## src/rtl/subset_extractor.sv

```systemverilog
module subset_extractor #(
  parameter int ADDR_W   = 16,
  parameter int STEP_W   = 8,
  parameter int OFF_W    = 20,
  parameter int RAW_LEN  = 5000,
  parameter int SUB_LEN  = 500,
  parameter int TAIL_LEN = 100,
  parameter int SHIFT_MUL = 5,
  parameter logic [ADDR_W-1:0] SRC_BASE = 'h6000,
  parameter logic [ADDR_W-1:0] DST_BASE = 'h4000,
  parameter logic [ADDR_W-1:0] TAIL_SRC = 'h4320,
  parameter logic [ADDR_W-1:0] PTR_TOP  = 'h7FFF
) (
  input  logic              clk,
  input  logic              rst_n,
  input  logic              start,
  input  logic [STEP_W-1:0] step1,
  input  logic [STEP_W-1:0] step2,
  input  logic [STEP_W-1:0] shift,
  input  logic              rd_adv,
  output logic              busy,
  output logic [ADDR_W-1:0] rd_ptr,
  output logic [7:0]        rd_data,
  output logic [ADDR_W-1:0] mem_addr,
  output logic              mem_we,
  output logic [7:0]        mem_wdata,
  input  logic [7:0]        mem_rdata
);

  localparam int IDX_W    = $clog2(SUB_LEN > TAIL_LEN ? SUB_LEN : TAIL_LEN) + 1;
  localparam int FILL_LEN = 2*SUB_LEN + 3 + TAIL_LEN;
  localparam logic [ADDR_W-1:0] FILL_END = ADDR_W'(DST_BASE + FILL_LEN - 1);
  localparam logic [OFF_W-1:0]  OFF_MAX  = OFF_W'(RAW_LEN - 1);
  localparam logic [IDX_W-1:0]  SUB_LAST  = IDX_W'(SUB_LEN - 1);
  localparam logic [IDX_W-1:0]  TAIL_LAST = IDX_W'(TAIL_LEN - 1);

  typedef enum logic [2:0] {S_IDLE, S_WIN1, S_WIN2, S_MARK, S_TAIL} st_t;

  st_t               st;
  logic              wr_ph;
  logic [IDX_W-1:0]  idx;
  logic [OFF_W-1:0]  off, base2;
  logic [STEP_W-1:0] s1, s2;
  logic [ADDR_W-1:0] dst, ptr;
  logic [OFF_W-1:0]  off_c;
  logic [ADDR_W-1:0] src_addr, tail_addr;
  logic [7:0]        mark_b;

  assign busy      = (st != S_IDLE);
  assign rd_ptr    = ptr;
  assign rd_data   = mem_rdata;
  assign off_c     = (off > OFF_MAX) ? OFF_MAX : off;
  assign src_addr  = SRC_BASE + ADDR_W'(off_c);
  assign tail_addr = TAIL_SRC + ADDR_W'(idx);

  always_comb begin
    case (idx[1:0])
      2'd0:    mark_b = 8'h01;
      2'd1:    mark_b = 8'hFE;
      default: mark_b = 8'h80;
    endcase
  end

  always_comb begin
    mem_addr  = ptr;
    mem_we    = 1'b0;
    mem_wdata = mem_rdata;
    case (st)
      S_WIN1, S_WIN2: begin
        mem_addr = wr_ph ? dst : src_addr;
        mem_we   = wr_ph;
      end
      S_MARK: begin
        mem_addr  = dst;
        mem_we    = 1'b1;
        mem_wdata = mark_b;
      end
      S_TAIL: begin
        mem_addr = wr_ph ? dst : tail_addr;
        mem_we   = wr_ph;
      end
      default: ;
    endcase
  end

  always_ff @(posedge clk) begin
    if (!rst_n) begin
      st    <= S_IDLE;
      wr_ph <= 1'b0;
      idx   <= '0;
      off   <= '0;
      base2 <= '0;
      s1    <= '0;
      s2    <= '0;
      dst   <= DST_BASE;
      ptr   <= DST_BASE;
    end else begin
      case (st)
        S_IDLE: begin
          if (start) begin
            s1    <= step1;
            s2    <= step2;
            base2 <= OFF_W'(SHIFT_MUL) * OFF_W'(step1) * OFF_W'(shift);
            off   <= '0;
            idx   <= '0;
            dst   <= DST_BASE;
            wr_ph <= 1'b0;
            st    <= S_WIN1;
          end else if (rd_adv) begin
            ptr <= (ptr == PTR_TOP) ? DST_BASE : ptr + 1'b1;
          end
        end
        S_WIN1: begin
          wr_ph <= ~wr_ph;
          if (wr_ph) begin
            dst <= dst + 1'b1;
            if (idx == SUB_LAST) begin
              idx <= '0;
              off <= base2;
              st  <= S_WIN2;
            end else begin
              idx <= idx + 1'b1;
              off <= off + OFF_W'(s1);
            end
          end
        end
        S_WIN2: begin
          wr_ph <= ~wr_ph;
          if (wr_ph) begin
            dst <= dst + 1'b1;
            if (idx == SUB_LAST) begin
              idx <= '0;
              st  <= S_MARK;
            end else begin
              idx <= idx + 1'b1;
              off <= off + OFF_W'(s2);
            end
          end
        end
        S_MARK: begin
          dst <= dst + 1'b1;
          if (idx == IDX_W'(2)) begin
            idx <= '0;
            st  <= S_TAIL;
          end else begin
            idx <= idx + 1'b1;
          end
        end
        S_TAIL: begin
          wr_ph <= ~wr_ph;
          if (wr_ph) begin
            dst <= dst + 1'b1;
            if (idx == TAIL_LAST) begin
              idx <= '0;
              st  <= S_IDLE;
              ptr <= DST_BASE;
            end else begin
              idx <= idx + 1'b1;
            end
          end
        end
        default: st <= S_IDLE;
      endcase
    end
  end

  p_start_busy_r1: assert property (@(posedge clk) disable iff (!rst_n)
    (start && !busy) |=> busy);

  p_write_window_r6: assert property (@(posedge clk) disable iff (!rst_n)
    mem_we |-> (busy && mem_addr >= DST_BASE && mem_addr <= FILL_END));

  p_read_before_write_r6: assert property (@(posedge clk) disable iff (!rst_n)
    (mem_we && (st == S_WIN1 || st == S_WIN2 || st == S_TAIL))
      |-> ($past(busy) && !$past(mem_we)));

  p_ptr_home_r7: assert property (@(posedge clk) disable iff (!rst_n)
    $fell(busy) |-> (rd_ptr == DST_BASE));

  p_ptr_wrap_r8: assert property (@(posedge clk) disable iff (!rst_n)
    (!busy && !start && rd_adv && rd_ptr == PTR_TOP) |=> (rd_ptr == DST_BASE));

  p_ptr_step_r8: assert property (@(posedge clk) disable iff (!rst_n)
    (!busy && !start && rd_adv && rd_ptr != PTR_TOP)
      |=> (rd_ptr == ADDR_W'($past(rd_ptr) + 1'b1)));

  p_ptr_hold_r9: assert property (@(posedge clk) disable iff (!rst_n)
    (busy && rd_adv) |=> ($stable(rd_ptr) || !busy));

endmodule

```

## config.mk

```make
export PLATFORM = sky130hd
export DESIGN_NAME = subset_extractor
export DESIGN_NICKNAME = d
export VERILOG_FILES = /design/src/rtl/subset_extractor.sv
export SDC_FILE = /design/constraint.sdc
export NUM_CORES = 1
export LEC_CHECK = 0
export BUFFER_PORTS_ARGS = -buffer_cell sky130_fd_sc_hd__buf_4
export CAP_MARGIN = 5
export CORE_MARGIN = 5
export CORE_UTILIZATION = 60
export CTS_CLUSTER_DIAMETER = 50
export DETAILED_ROUTE_END_ITERATION = 8
export GPL_TIMING_DRIVEN = 0
export PLACE_DENSITY = 0.89
export SLEW_MARGIN = 30
export SYNTH_ARGS = -nofsm -noshare
export SYNTH_HDL_FRONTEND = slang
export SYNTH_SLANG_ARGS = --single-unit
```

## constraint.sdc

```tcl
create_clock -name clk -period 6.14 [get_ports clk]
set_clock_uncertainty 0.05 [all_clocks]
set_input_delay 0.307 -clock clk [delete_from_list [all_inputs] [get_ports clk]]
set_output_delay 0.307 -clock clk [all_outputs]
set_load 0.01 [all_outputs]
```

After elaboration in Yosys (flattened, before gate mapping)
Index checks and enable logic that the tools add are counted.

Flip-flop bits (word level): 101. Output and inout port bits: 50. Logic and storage cells: 99.

$add $sub $neg: 7. Multiply operators: 2. Magnitude comparators: 1. Equal/unequal tests: 22. Multiplexer cells: 40. Bitwise gates (word level): 1. Reductions and logical operators: 17.

Operator list (count): $mux 16 (10); $mux 20 (5); $pmux 16 s3 (2); $mux 10 (6); $pmux 20 s3 (1); $add 20x8->20 (2); $pmux 10 s4 (1); $add 16x1->16 const B (2); $pmux 16 s2 (1); $mux 3 (8); $ne 2x2->1 const B (11); $gt 20x13->1 const B (1); $mul 11x8->19 (1); $add 15x10->16 const A (1); $add 15x16->16 const A (1); $eq 16x15->1 const B (1); $pmux 8 s2 (1); $pmux 3 s5 (1); $mul 3x8->11 const A (1); $add 10x1->10 const B (1); $eq 10x2->1 const B (1); $eq 10x7->1 const B (1); $eq 10x9->1 const B (1); $reduce_and 5->1 (2); 20 further kinds (27).

Logic depth before layout (Yosys ltp)
Gate-level depths: netlist of the first run.

Word-level depth: 5. Depth in mapped cells: 25. Mapped depth without buffers: 25.

Worst setup path after synthesis of the first run
No wires, ideal clock.

Path type: input-to-reg. Start point: input port step1[1]. End point: register base2[18]. Setup time: 0.117 ns. Data arrival time: 5.468 ns. Data required time: 5.973 ns. Setup slack: 0.505 ns. Stages on the path: 23. Cell sequence: ha_1 ha_1 fa_1 a21oi_1 nor2_1 nor2_1 o21bai_1 a21oi_1 xnor2_1 and2_1 fa_1 fa_1 fa_1 inv_1 fa_1 inv_1 ha_1 o21a_1 o21ai_0 nand2_1 a311oi_1 xnor2_1 o21ai_1.

Word-level cells in the longest chain between the ends: 2.

Ends and longest elaborated chain: start: declaration (RTL line 17) `input logic [STEP_W-1:0] step1,`; $mul 3x8->11 (RTL line 103) `base2 <= OFF_W'(SHIFT_MUL) * OFF_W'(step1) * OFF_W'(shift);`; $mul 11x8->19 (RTL line 103); end signal: assignment (RTL line 103); end: declaration (RTL line 42) `logic [OFF_W-1:0] off, base2;`.

No other way between the ends. A chain may end at the register's enable or synchronous reset.

Final worst setup path of the first run
Ends and elaborated chain as after synthesis.

==> results, run 1 <==
- The flow ran to the end, and the final reports show no timing, DRC or antenna violations.
- VDD sags by at most 0.309 mV.
- CTS placed an instance of sky130_fd_sc_hd__clkbuf_16 at the clock tree root.
- The remaining global-route overflow is 0.
- The H-tree depth is 3.
- The instance count of the mapped netlist is ~1300.
- The placed standard-cell area is 0.0107 sq mm.
- After detailed routing, the average wire length per cell comes to ~18 um.
- The standard cell core area is 0.0160 sq mm.
- The synthesized netlist occupies a cell area of 0.00984 sq mm.
- The required time of the critical path is 6.34 ns.
- Power spread over the standard cell area amounts to 434 mW/mm^2.
- In the synthesized netlist, the cells that appear most often are 192 x sky130_fd_sc_hd__nand2_1, 104 x sky130_fd_sc_hd__inv_1, 101 x sky130_fd_sc_hd__dfxtp_1.
- The most common flop cell mapped by yosys is sky130_fd_sc_hd__dfxtp_1.
- The first global-routing pass estimated 46.1 mm of wire.
- The clock net in this run drives a total of 101 sinks.
- The area growth from synthesis to layout is 12.4%.
- The sort of element at the end of the critical path is a flip-flop.
- The share of cells above drive strength 1 is 11.8%.
- The clock edge transition at the registers on the reported setup and hold paths is 0.08 ns.
- The Yosys step of the flow raised 0 warnings.
- After layout, the worst path uses 97.7% of the clock period.
- Cell internal power was estimated by the tool at roughly 2.4 mW.
- The detail route stage leaves a number of antenna-violating nets equal to 0.
- The initial antenna violation count came to 0.
- Sequential cells burn 18.3% of the power.
- The most common cell in the synthesized netlist is sky130_fd_sc_hd__nand2_1.
- The final cell count without fillers is 1600.
- After detailed placement, the design holds a cell count of 1584.
- Cells fill 69.2% of the core in the end.
- The detailed router finished its first iteration with 1209 violations.
- At the pin with the least slew margin, the transition time is 0.772 ns.
- The distinct cell type count of the synthesized netlist is 79.
- In this run, synthesis inferred 0 flip-flops with an integrated enable.
- The number of antenna cells inserted is 0.
- The die covers 0.0191 sq mm.
- The width of the die is between 100 and 150 um.
- The worst setup path category is in -> reg.
- Before antenna repair, the detailed router went through 5 iterations.
- STA classifies the critical path startpoint as an input port.
- The final critical-path setup slack is 0.142 ns.
- Based on the critical path, the design can be clocked at up to 167 MHz.
- For this design the total switching power over the nets is 2.45 mW.
- Measured along the y axis, the die boundary spans around 140 um.
- Net switching is 51.0% of the power.
- Once the floorplan was initialized, standard cells occupied about three fifths of the core.
- In this run the worst path has a maximum fanout of 10.
- The synthesized flop and latch total is 101.
- The maximum clock path buffer count is 2.
- The number of pins exceeding their max-slew limit in the final report is 0.
- OpenSTA, run right after detailed placement, puts the worst setup slack at -0.246 ns.
- TritonCTS built the clock tree.
- The total count of hold-check failures in the final report was 0.
- Summed over all layers, the routed wires come to around 28 mm.
- Entering global routing, the biggest net connects 19 pins.
- The number of clock buffers added by TritonCTS is 9.
- Setup violations remaining at the end of the flow were counted as 0.
- The number of buffer cells added on primary ports is 84.
- Of all cell types, the one taking the most synthesized area is sky130_fd_sc_hd__dfxtp_1.
- The power after layout is 4.80 mW.
- The slack of the worst reg-to-reg path is slightly below 3 ns.
- The latest clock arrival within the worst-skew pair is 0.36 ns.
- With fillers left out, the area of the finished cells amounts to 0.0111 sq mm.
- The count of boundary I/O pins is 86.
- The top-area cell type share of the netlist area is 20.5%.
- At the worst endpoint, the arrival time is 6.19 ns.
- The share of total power dissipated in the clock network is 11.9%.
- Setup repair after global routing could not meet its margin everywhere.
- A synthesized cell averages 7.67 sq um.
- Routability-driven placement finished with a final weighted congestion of around 1.0.
- Dividing the detail-routed via count by the number of cells gives 6.19.
- For this block, the via count after detailed routing is 9902.
- Measured against its own limit, the worst slew margin works out to ~48%.
- The number of nets in the layout is 1548.
- The residual DRC count is 0.
- The sequential share of the synthesized area is 20.5%.
- The leakage power summed over all cells is 4.85 nW.
- Global routing consumed, over all layers together, 28.5% of the routing resources.
- The initialized floorplan defines 46 standard-cell rows.
- The final critical-path required period is 6.00 ns.
- Max-cap violations in this run came to 0.
- Yosys attributes the largest share of cell area to sky130_fd_sc_hd__dfxtp_1 21%, sky130_fd_sc_hd__fa_1 12%, sky130_fd_sc_hd__ha_1 9.7%.
- The proportion of synthesized flip-flops having asynchronous set or reset is 0%.
- The post-detailed-placement half-perimeter wirelength is 21.8 mm.
- The worst hold-check path type is in -> reg.
- Combinational logic is responsible for 69.8% of the overall power.
- The via count of the first global-routing pass is 9595.
worst max-delay path, cell delays in order:
cell                       delay, ns
sky130_fd_sc_hd__buf_4          0.17
sky130_fd_sc_hd__ha_1           0.31
sky130_fd_sc_hd__ha_1           0.23
sky130_fd_sc_hd__fa_1           0.40
sky130_fd_sc_hd__a21oi_1        0.18
sky130_fd_sc_hd__nor2_1         0.05
sky130_fd_sc_hd__nor2_1         0.20
sky130_fd_sc_hd__o21bai_1       0.09
sky130_fd_sc_hd__a21oi_1        0.24
sky130_fd_sc_hd__xnor2_2        0.23
sky130_fd_sc_hd__and2_1         0.20
sky130_fd_sc_hd__fa_1           0.44
sky130_fd_sc_hd__fa_1           0.49
sky130_fd_sc_hd__fa_1           0.55
sky130_fd_sc_hd__inv_1          0.05
sky130_fd_sc_hd__fa_1           0.53
sky130_fd_sc_hd__inv_1          0.04
sky130_fd_sc_hd__ha_1           0.35
sky130_fd_sc_hd__o21a_1         0.20
sky130_fd_sc_hd__o21ai_0        0.20
sky130_fd_sc_hd__nand2_1        0.16
sky130_fd_sc_hd__a311oi_2       0.29
sky130_fd_sc_hd__xnor2_1        0.20
sky130_fd_sc_hd__o21ai_1        0.08
cells by family (layout without fill, tap and decap cells):
kind of cell	count (synthesis)	after routing	synth area share, %
AOI/OAI and AO/OA	300	300	19.3
adders and majority gates	134	134	21.4
xor gates and xnor gates	57	57	5.07
other	1	2	0.0381
and+or+nand+nor	500	500	24.6
DFF	101	101	20.5
buffers and inverters	178	278	7.78
muxes	12	12	1.36
metrics by stage:
| stage | hold slack (ns) | setup TNS [ns] |
|---|---|---|
| after floorplan | 0.382 | 0 |
| after global placement | 0.396 | -0.0631 |
| after detailed placement | 0.402 | -0.608 |
| after CTS | 0.144 | 0 |
| after global routing | 0.149 | -0.320 |
| final | 0.142 | 0 |
power groups by stage:
stage	combinational, mW	clock [mW]	sequential, mW
2_1_floorplan	2.44	0	0.833
5_1_grt	3.73	0.598	0.883
4_1_cts	3.28	0.571	0.870
3_3_place_gp	3.13	0	0.881
3_5_place_dp	3.25	0	0.884
6_report	3.35	0.574	0.878
flip-flops by register name, indices dropped and copies added, names as in the netlist:
name	flops
base2	19
dst	16
idx	10
off	20
rd_ptr	16
s1	8
s2	8
st	3
wr_ph	1
cell type report:
type	instances	area, sq um
timing repair buffer	84	631
fill	1316	4930
multi-input combinational	1005	7090
tap	216	270
inverter	105	394
clock buffer	10	239
sequential	101	2020
buffer	73	372
clock inverter	6	52.6
metal layers:
layer	up-vias	part of all wire (%)	track usage [%]
li1	4572	-	-
met1	4654	39	36.5
met2	572	48	49.0
met3	104	9.1	4.48
met4	0	3.6	9.78
met5	-	0	0
worst paths after layout:
kind,start,to,cells past startpoint
min,step2[0],s2[0],3
max reg2reg,off[0],off[16],10
max,step1[1],base2[18],24
min reg2reg,s2[0],s2[0],2
placed cells by master (no fill, tap or decap), drive strengths merged, types with 9 or more instances in the layout:
| cell | count |
|---|---|
| nand2 | 192 |
| buf | 123 |
| inv | 107 |
| dfxtp | 101 |
| nor2 | 98 |
| a21oi | 94 |
| o21ai | 82 |
| ha | 76 |
| and2 | 68 |
| fa | 57 |
| clkbuf | 44 |
| xnor2 | 37 |
| nand3 | 33 |
| nor3 | 22 |
| nand4 | 22 |
| a31oi | 20 |
| xor2 | 20 |
| a21o | 13 |
| and3 | 12 |
| or3 | 11 |
| mux2i | 11 |
| o21a | 10 |
| nor2b | 9 |
| a211oi | 9 |
| nor4 | 9 |
repair_timing:
item                                    4_1_cts  5_1_grt
endpoints found under the setup margin        0        7
buffers inserted                              0        0
gates resized for setup                       0        4
hold buffers                                  0        0
Note: power is estimated with default switching activity, not from simulation.
==> inputs of run 2 (changes only) <==
--- a/config.mk
+++ b/config.mk
@@ -8,11 +8,11 @@
 export BUFFER_PORTS_ARGS = -buffer_cell sky130_fd_sc_hd__buf_4
 export CAP_MARGIN = 5
 export CORE_MARGIN = 5
-export CORE_UTILIZATION = 60
+export CORE_UTILIZATION = 45
 export CTS_CLUSTER_DIAMETER = 50
 export DETAILED_ROUTE_END_ITERATION = 8
 export GPL_TIMING_DRIVEN = 0
-export PLACE_DENSITY = 0.89
+export PLACE_DENSITY = 0.72
 export SLEW_MARGIN = 30
 export SYNTH_ARGS = -nofsm -noshare
 export SYNTH_HDL_FRONTEND = slang
==> run 2 against run 1 <==
Highest routed layer unchanged. Sequential power hardly changed. Count of clock-buffer cells in the layout unchanged. Cell count rose by 4.0%.
==> results, run 2 (synthesized netlist as in run 1, its figures left out) <==
- Status: finished, final reports clean (unchanged).
- The total CTS buffers is 9 (unchanged).
- The post-detailed-placement half-perimeter wirelength was 22.6 mm (was 21.8 mm).
- The routed wire length per instance was 17.2 um (was 17.8 um).
- The worst ir drop on vdd was 0.327 mV (was 0.309 mV).
- Top flop regs: off x20, base2 x19 (unchanged).
- The CTS tree is yes (unchanged).
- The residual DRC count came to 0 (unchanged).
- The sort of element at the end of the critical path is a flip-flop (unchanged).
- The number of nets in the layout was 1548 (unchanged).
- The peak clock frequency supported by timing was 172 MHz (was 167 MHz).
- The via count of the first global-routing pass was 8901 (was 9595).
- The clock net sink count is 101 (unchanged).
- The fraction of the cycle the final worst path needs is 94.8% (was 97.7%).
- The data arrival time of the worst path is 6.01 ns (was 6.19 ns).
- The power density over the cells was 429 mW/mm^2 (was 434 mW/mm^2).
- The remaining number of nets flagged by the antenna check after routing was 0 (unchanged).
- The number of pins exceeding their max-slew limit in the final report is 0 (unchanged).
- The placed cell count came to 1648 (was 1584).
- The remaining global-route overflow came to 0 (unchanged).
- The site row count was 54 (was 46).
- The max-cap violation count was 0 (unchanged).
- The clock edge transition at the registers on the reported setup and hold paths is 0.07 ns (was 0.08 ns).
- The overall die height is 158 um (was 138 um).
- The layout overhead on the synthesized area was 13.4% (was 12.4%).
- The count of boundary I/O pins is 86 (unchanged).
- The buffer type at the clock tree root is sky130_fd_sc_hd__clkbuf_16 (unchanged).
- The final cell count without fillers is 1664 (was 1600).
- The routed via count was 9579 (was 9902).
- The standard cell core area is 0.0217 sq mm (was 0.0160 sq mm).
- The H-tree depth is 3 (unchanged).
- The top register by number of flip-flops was off (unchanged).
- The number of optimization iterations in the first detailed-route pass is 8 (was 5).
- The wire length of the first global-routing pass is 46.0 mm (was 46.1 mm).
- The leakage power summed over all cells was 4.85 nW (about the same).
- The worst setup path category is in -> reg (unchanged).
- The measured slew at the worst slew-check pin is 0.808 ns (was 0.772 ns).
- The overall die area is 0.0249 sq mm (was 0.0191 sq mm).
- The worst hold slack across all endpoints is 0.143 ns (was 0.142 ns).
- The highest fanout seen on the critical path is 10 (unchanged).
- Highest-count cells in the layout ignoring fill and taps: 192 x sky130_fd_sc_hd__nand2_1, 104 x sky130_fd_sc_hd__inv_1, 101 x sky130_fd_sc_hd__dfxtp_1 (unchanged).
- The kind of launch point of the worst setup path is an input port (unchanged).
- The commonest non-fill, non-tap cell in the layout is sky130_fd_sc_hd__nand2_1 (unchanged).
- The share of cells above drive strength 1 is 11.8% (unchanged).
- The number of antenna cells inserted was 0 (unchanged).
- The worst hold-check path type is in -> reg (unchanged).
- The final critical-path required period is 5.82 ns (was 6.00 ns).
- The violation count after the first detailed-routing iteration is 841 (was 1209).
- The latest clock arrival within the worst-skew pair is 0.36 ns (about the same).
- The flip-flop count of the largest register, all copies and words added was 20 (unchanged).
- The initial antenna violation count is 0 (unchanged).
- The total count of hold-check failures in the final report is 0 (unchanged).
- The maximum clock path buffer count came to 2 (unchanged).
- The power after layout is 4.79 mW (was 4.80 mW).
- The pin count of the biggest net entering global routing is 18 (was 19).
- The final-layout fill cell count is 2116 (was 1316).
- The required time of the critical path is 6.34 ns (about the same).
- The width of the die is 158 um (was 138 um).
- The combined global-route utilization of all metal layers came to 22.8% (was 28.5%).
- The number of buffer cells added on primary ports came to 84 (unchanged).
- The post-layout utilization of the core was 51.4% (was 69.2%).
- The relative slew slack is 45.9% (was 48.2%).
- The routed wire length is 28.7 mm (was 28.4 mm).
- The number of endpoints failing setup at the final stage came to 0 (unchanged).
- The weighted congestion at the end of routability-driven global placement was 0.961 (was 1.01).
- The number of buffers inserted for hold repair after clock tree synthesis was 0 (unchanged).
- The effective utilization at floorplan is 45.4% (was 61.5%).
- The detail-routed via count per cell is 5.76 (was 6.19).
run 2: layout make-up:
type | instances | area [sq um] | area share [%]
clock buffer | 10 | 229 | 2.05
inverter | 105 | 394 | 3.53
sequential | 101 | 2020 | 18.1
clock inverter | 6 | 71.3 | 0.639
timing repair buffer | 84 | 631 | 5.65
multi-input combinational | 1005 | 7090 | 63.5
buffer | 73 | 372 | 3.33
tap | 280 | 350 | 3.14
run 2: critical path: stages:
cell,delay (ns)
sky130_fd_sc_hd__buf_4,0.16
sky130_fd_sc_hd__ha_1,0.30
sky130_fd_sc_hd__ha_1,0.22
sky130_fd_sc_hd__fa_1,0.40
sky130_fd_sc_hd__a21oi_1,0.17
sky130_fd_sc_hd__nor2_1,0.07
sky130_fd_sc_hd__nor2_2,0.15
sky130_fd_sc_hd__o21bai_1,0.09
sky130_fd_sc_hd__a21oi_1,0.23
sky130_fd_sc_hd__xnor2_2,0.21
sky130_fd_sc_hd__and2_1,0.19
sky130_fd_sc_hd__fa_1,0.42
sky130_fd_sc_hd__fa_1,0.47
sky130_fd_sc_hd__fa_1,0.54
sky130_fd_sc_hd__inv_1,0.05
sky130_fd_sc_hd__fa_1,0.53
sky130_fd_sc_hd__inv_1,0.04
sky130_fd_sc_hd__ha_1,0.35
sky130_fd_sc_hd__o21a_1,0.20
sky130_fd_sc_hd__o21ai_0,0.20
sky130_fd_sc_hd__nand2_1,0.14
sky130_fd_sc_hd__a311oi_2,0.29
sky130_fd_sc_hd__xnor2_1,0.17
sky130_fd_sc_hd__o21ai_1,0.08
run 2: final timing paths:
path                  start   endpoint  slack (ns)  cells past startpoint
setup / recovery   step1[1]  base2[18]        0.32                     24
hold / removal     step2[2]      s2[2]        0.14                      3
hold reg to reg   base2[11]  base2[11]        0.41                      2
setup reg to reg     off[0]    off[16]        3.01                     10
run 2: through the flow:
step | setup slack (ns) | instance area [sq um] | setup TNS, ns
floorplan | 0.505 | 9840 | 0
global placement | -0.105 | 10800 | -0.128
detailed placement | -0.136 | 10800 | -0.375
CTS | 0.226 | 11100 | 0
global route | -0.00325 | 11200 | -0.00325
finish | 0.322 | 11200 | 0
run 2: routing by layer:
layer  routed length (um)  track usage (%)
met5                    0                0
met4                  783             6.19
met3                 2210             3.25
met2                13400             38.5
met1                12300             30.5
run 2: power by group:
group / internal (mW) / switching [mW]
clock network: 0.320 / 0.273
registers: 0.756 / 0.124
logic: 1.30 / 2.02
total: 2.37 / 2.41
run 2: repair_timing:
action / 4_1_cts / 5_1_grt
buffers inserted: 0 / 0
endpoints found under the setup margin: 0 / 4
hold endpoints to repair: 0 / 0
gates resized for setup: 0 / 5
==> inputs of run 3 (changes only) <==
==> constraint.sdc (replaced) <==
create_clock -name clk -period 6.14 [get_ports clk]
set_clock_uncertainty 0.05 [all_clocks]
set_input_delay 1.228 -clock clk [delete_from_list [all_inputs] [get_ports clk]]
set_output_delay 1.228 -clock clk [all_outputs]
set_load 0.01 [all_outputs]
==> run 3 against run 2 <==
Sequential power barely moved. Cell area increased by 5.0%. Core utilization increased by 2.6 points. Critical path type unchanged.
==> results, run 3 (synthesized netlist as in run 1, its figures left out) <==
- The share of cells above drive strength 1 is 16.3% (was 11.8%).
- The routed wire length per instance was 18.0 um (was 17.2 um).
- The placed cell count is 1648 (unchanged).
- The residual DRC count is 0 (unchanged).
- The global routing's busiest layer is met2 (unchanged).
- The buffer type at the clock tree root is sky130_fd_sc_hd__clkbuf_16 (unchanged).
- The total CTS buffers is 9 (unchanged).
- The violation count after the first detailed-routing iteration came to 742 (was 841).
- The initial antenna violation count was 0 (unchanged).
- The H-tree depth came to 3 (unchanged).
- The accumulated negative setup slack is 0 ns (unchanged).
- The overall die height came to 158 um (unchanged).
- The width of the die is 158 um (unchanged).
- The number of endpoints failing setup at the final stage was 0 (unchanged).
- The weighted congestion at the end of routability-driven global placement is 0.955 (was 0.961).
- The endpoint of the worst hold path is base2[0] (was s2[2]).
- The critical path's largest stage delay was 0.57 ns (was 0.54 ns).
- The top register by number of flip-flops is off (unchanged).
- The number of cell instances on the worst register-to-register path was 10 (unchanged).
- The CTS tree is yes (unchanged).
- The number of buffer cells added on primary ports is 84 (unchanged).
- The measured slew at the worst slew-check pin is 0.781 ns (was 0.808 ns).
- The final critical-path required period is 6.13 ns (was 5.82 ns).
- The peak clock frequency supported by timing is 163 MHz (was 172 MHz).
- The commonest non-fill, non-tap cell in the layout was sky130_fd_sc_hd__nand2_1 (unchanged).
- The slack of the worst reg-to-reg path was 3.06 ns (was 3.01 ns).
- The layout overhead on the synthesized area is 19.1% (was 13.4%).
- The kind of launch point of the worst setup path is an input port (unchanged).
- The overall die area is 0.0249 sq mm (unchanged).
- The combined global-route utilization of all metal layers is 24.1% (was 22.8%).
- The setup slack at placement was -0.996 ns (was -0.136 ns).
- The count of boundary I/O pins is 86 (unchanged).
- The latest clock arrival within the worst-skew pair is 0.36 ns (about the same).
- The met2 usage in global routing is 40.1% (was 38.5%).
- Setup repair after global routing could not meet its margin everywhere.
- The clock net sink count is 101 (unchanged).
- The required time of the critical path is 6.38 ns (was 6.34 ns).
- The clock edge transition at the registers on the reported setup and hold paths came to 0.07 ns (about the same).
- The routed via count is 9689 (was 9579).
- Worst path cell trace: buf_4 -> ha_4 -> ha_4 -> a21o_1 -> a21oi_4 -> xnor2_4 -> nand2_1 -> fa_1 -> inv_1 -> fa_1 -> fa_1 -> inv_1 -> fa_1 -> inv_1 -> ha_1 -> a21oi_1 -> o21ai_2 -> a41oi_2 -> buf_4 -> buf_4 -> xnor2_1 -> nand2_1 -> a21oi_1 (was buf_4 -> ha_1 -> ha_1 -> fa_1 -> a21oi_1 -> nor2_1 -> nor2_2 -> o21bai_1 -> a21oi_1 -> xnor2_2 -> and2_1 -> fa_1 -> fa_1 -> fa_1 -> inv_1 -> fa_1 -> inv_1 -> ha_1 -> o21a_1 -> o21ai_0 -> nand2_1 -> a311oi_2 -> xnor2_1 -> o21ai_1).
- The most used cell along the critical path was sky130_fd_sc_hd__fa_1 (unchanged).
- The remaining number of nets flagged by the antenna check after routing is 0 (unchanged).
- The hold path startpoint is base2[0] (was step2[2]).
- The wire length of the first global-routing pass is 48.2 mm (was 46.0 mm).
- The flip-flop count of the largest register, all copies and words added is 20 (unchanged).
- The sort of element at the end of the critical path is a flip-flop (unchanged).
- The number of nets in the layout is 1571 (was 1548).
- The data arrival time of the worst path is 6.37 ns (was 6.01 ns).
- Status: finished, final reports clean (unchanged).
- The maximum clock path buffer count was 2 (unchanged).
- The standard cell core area is 0.0217 sq mm (unchanged).
- The routed wire length is 30.4 mm (was 28.7 mm).
- The highest fanout seen on the critical path was 7 (was 10).
- The effective utilization at floorplan is 45.4% (unchanged).
- The final cell count without fillers is 1687 (was 1664).
- The pin count of the biggest net entering global routing came to 16 (was 18).
- The dominant delay contributor by cell family on the critical path is adder cells (unchanged).
- The final critical-path setup slack is 0.0145 ns (was 0.322 ns).
- The worst ir drop on vdd is 0.449 mV (was 0.327 mV).
- The relative slew slack is 47.9% (was 45.9%).
- The worst hold-check path type is reg -> reg (was in -> reg).
- The global routing met3 resource utilization was 3.91% (was 3.25%).
- The number of optimization iterations in the first detailed-route pass is 8 (unchanged).
- The max-cap violation count is 0 (unchanged).
- Highest-count cells in the layout ignoring fill and taps: 188 x sky130_fd_sc_hd__nand2_1, 114 x sky130_fd_sc_hd__buf_4, 101 x sky130_fd_sc_hd__dfxtp_1 (was 192 x sky130_fd_sc_hd__nand2_1, 104 x sky130_fd_sc_hd__inv_1, 101 x sky130_fd_sc_hd__dfxtp_1).
- Top flop regs: off x20, base2 x19 (unchanged).
- The number of antenna cells inserted is 0 (unchanged).
- The count of cells along the worst hold path is 2 (was 3).
- The met1 usage in global routing is 31.4% (was 30.5%).
- The post-detailed-placement half-perimeter wirelength is 23.1 mm (was 22.6 mm).
- The end of the worst register-to-register path is off[16] (unchanged).
- The leakage power summed over all cells came to 5.01 nW (was 4.85 nW).
- The reg-to-reg critical path startpoint was off[0] (unchanged).
- The detail-routed via count per cell is 5.74 (was 5.76).
- The via count of the first global-routing pass is 9383 (was 8901).
- The slowest cell on the critical path was sky130_fd_sc_hd__fa_1 (unchanged).
- The site row count was 54 (unchanged).
- The number of pins exceeding their max-slew limit in the final report was 0 (unchanged).
- The total count of hold-check failures in the final report came to 0 (unchanged).
- The remaining global-route overflow came to 0 (unchanged).
- The fraction of the cycle the final worst path needs is 99.8% (was 94.8%).
- The power density over the cells is 489 mW/mm^2 (was 429 mW/mm^2).
- The count of buffering cells on the critical path with inverters included is 6 (was 3).
- The worst setup path category is in -> reg (unchanged).
## run 3: cell count changes in the layout (fill, tap and decap cells not counted), moves of 4 or more
| cell | change |
|---|---|
| sky130_fd_sc_hd__inv_2 | +5 |
| sky130_fd_sc_hd__nand2_1 | -4 |
| sky130_fd_sc_hd__buf_4 | +19 |
| sky130_fd_sc_hd__inv_1 | -5 |
| sky130_fd_sc_hd__o21ai_0 | -7 |
| sky130_fd_sc_hd__a21oi_2 | +8 |
| sky130_fd_sc_hd__ha_4 | +12 |
| sky130_fd_sc_hd__ha_1 | -13 |
| sky130_fd_sc_hd__nand2_2 | +4 |
| sky130_fd_sc_hd__a21oi_1 | -9 |
| sky130_fd_sc_hd__buf_6 | +4 |
## run 3: how the worst max path moves through the flow
stage,depth (start not counted),end,startpoint
after floorplan,23,base2[18],step1[0]
after global routing,24,base2[18],step1[1]
final,23,base2[11],step1[2]
after CTS,24,base2[18],step1[1]
after detailed placement,20,base2[18],step1[1]
after global placement,20,base2[18],step1[1]
## run 3: layer usage
layer  up-vias  wire, um  share of wire (%)
met2       372     14300                 47
met3        81      1910                6.3
met4         0      1080                3.6
met1      4605     13000                 43
li1       4631         -                  -
met5         -         0                  0
## run 3: layout make-up
| type | instances | area, sq um |
|---|---|---|
| timing repair buffer | 108 | 838 |
| clock inverter | 3 | 67.6 |
| clock buffer | 13 | 260 |
| tap | 280 | 350 |
| inverter | 105 | 394 |
| sequential | 101 | 2020 |
| multi-input combinational | 1005 | 7420 |
| buffer | 72 | 368 |
| fill | 2034 | 9970 |
## run 3: where the power goes
part / leakage, nW / internal (mW) / switching (mW)
Sequential: 0.822 / 0.756 / 0.121
Clock: 0.156 / 0.381 / 0.267
Combinational: 4.03 / 1.83 / 2.37
## run 3: through the flow
stage	instance area, sq um	hold slack [ns]	utilization (%)	power, mW
after global placement	11000	0.393	50.5	4.29
final	11700	0.407	54.0	5.73
after global routing	11700	0.428	54.0	6.18
after CTS	11500	0.408	53.2	5.40
after detailed placement	11000	0.397	50.5	4.36
after floorplan	9970	0.382	-	3.41
## run 3: worst register-to-register path, delay by kind of cell (launching register included)
kind            cells  cell delay, ns
compound gates      5            1.46
flops               1            0.44
fa+ha+maj           2            0.61
buf+inv             1            0.07
simple gates        2            0.31
## run 3: repair_timing
item                       4_1_cts  5_1_grt
buffers inserted                16        8
cloned                           0        0
pin swaps                       30       33
resized for setup               30       25
setup endpoints to repair        9       10
hold buffers                     0        0
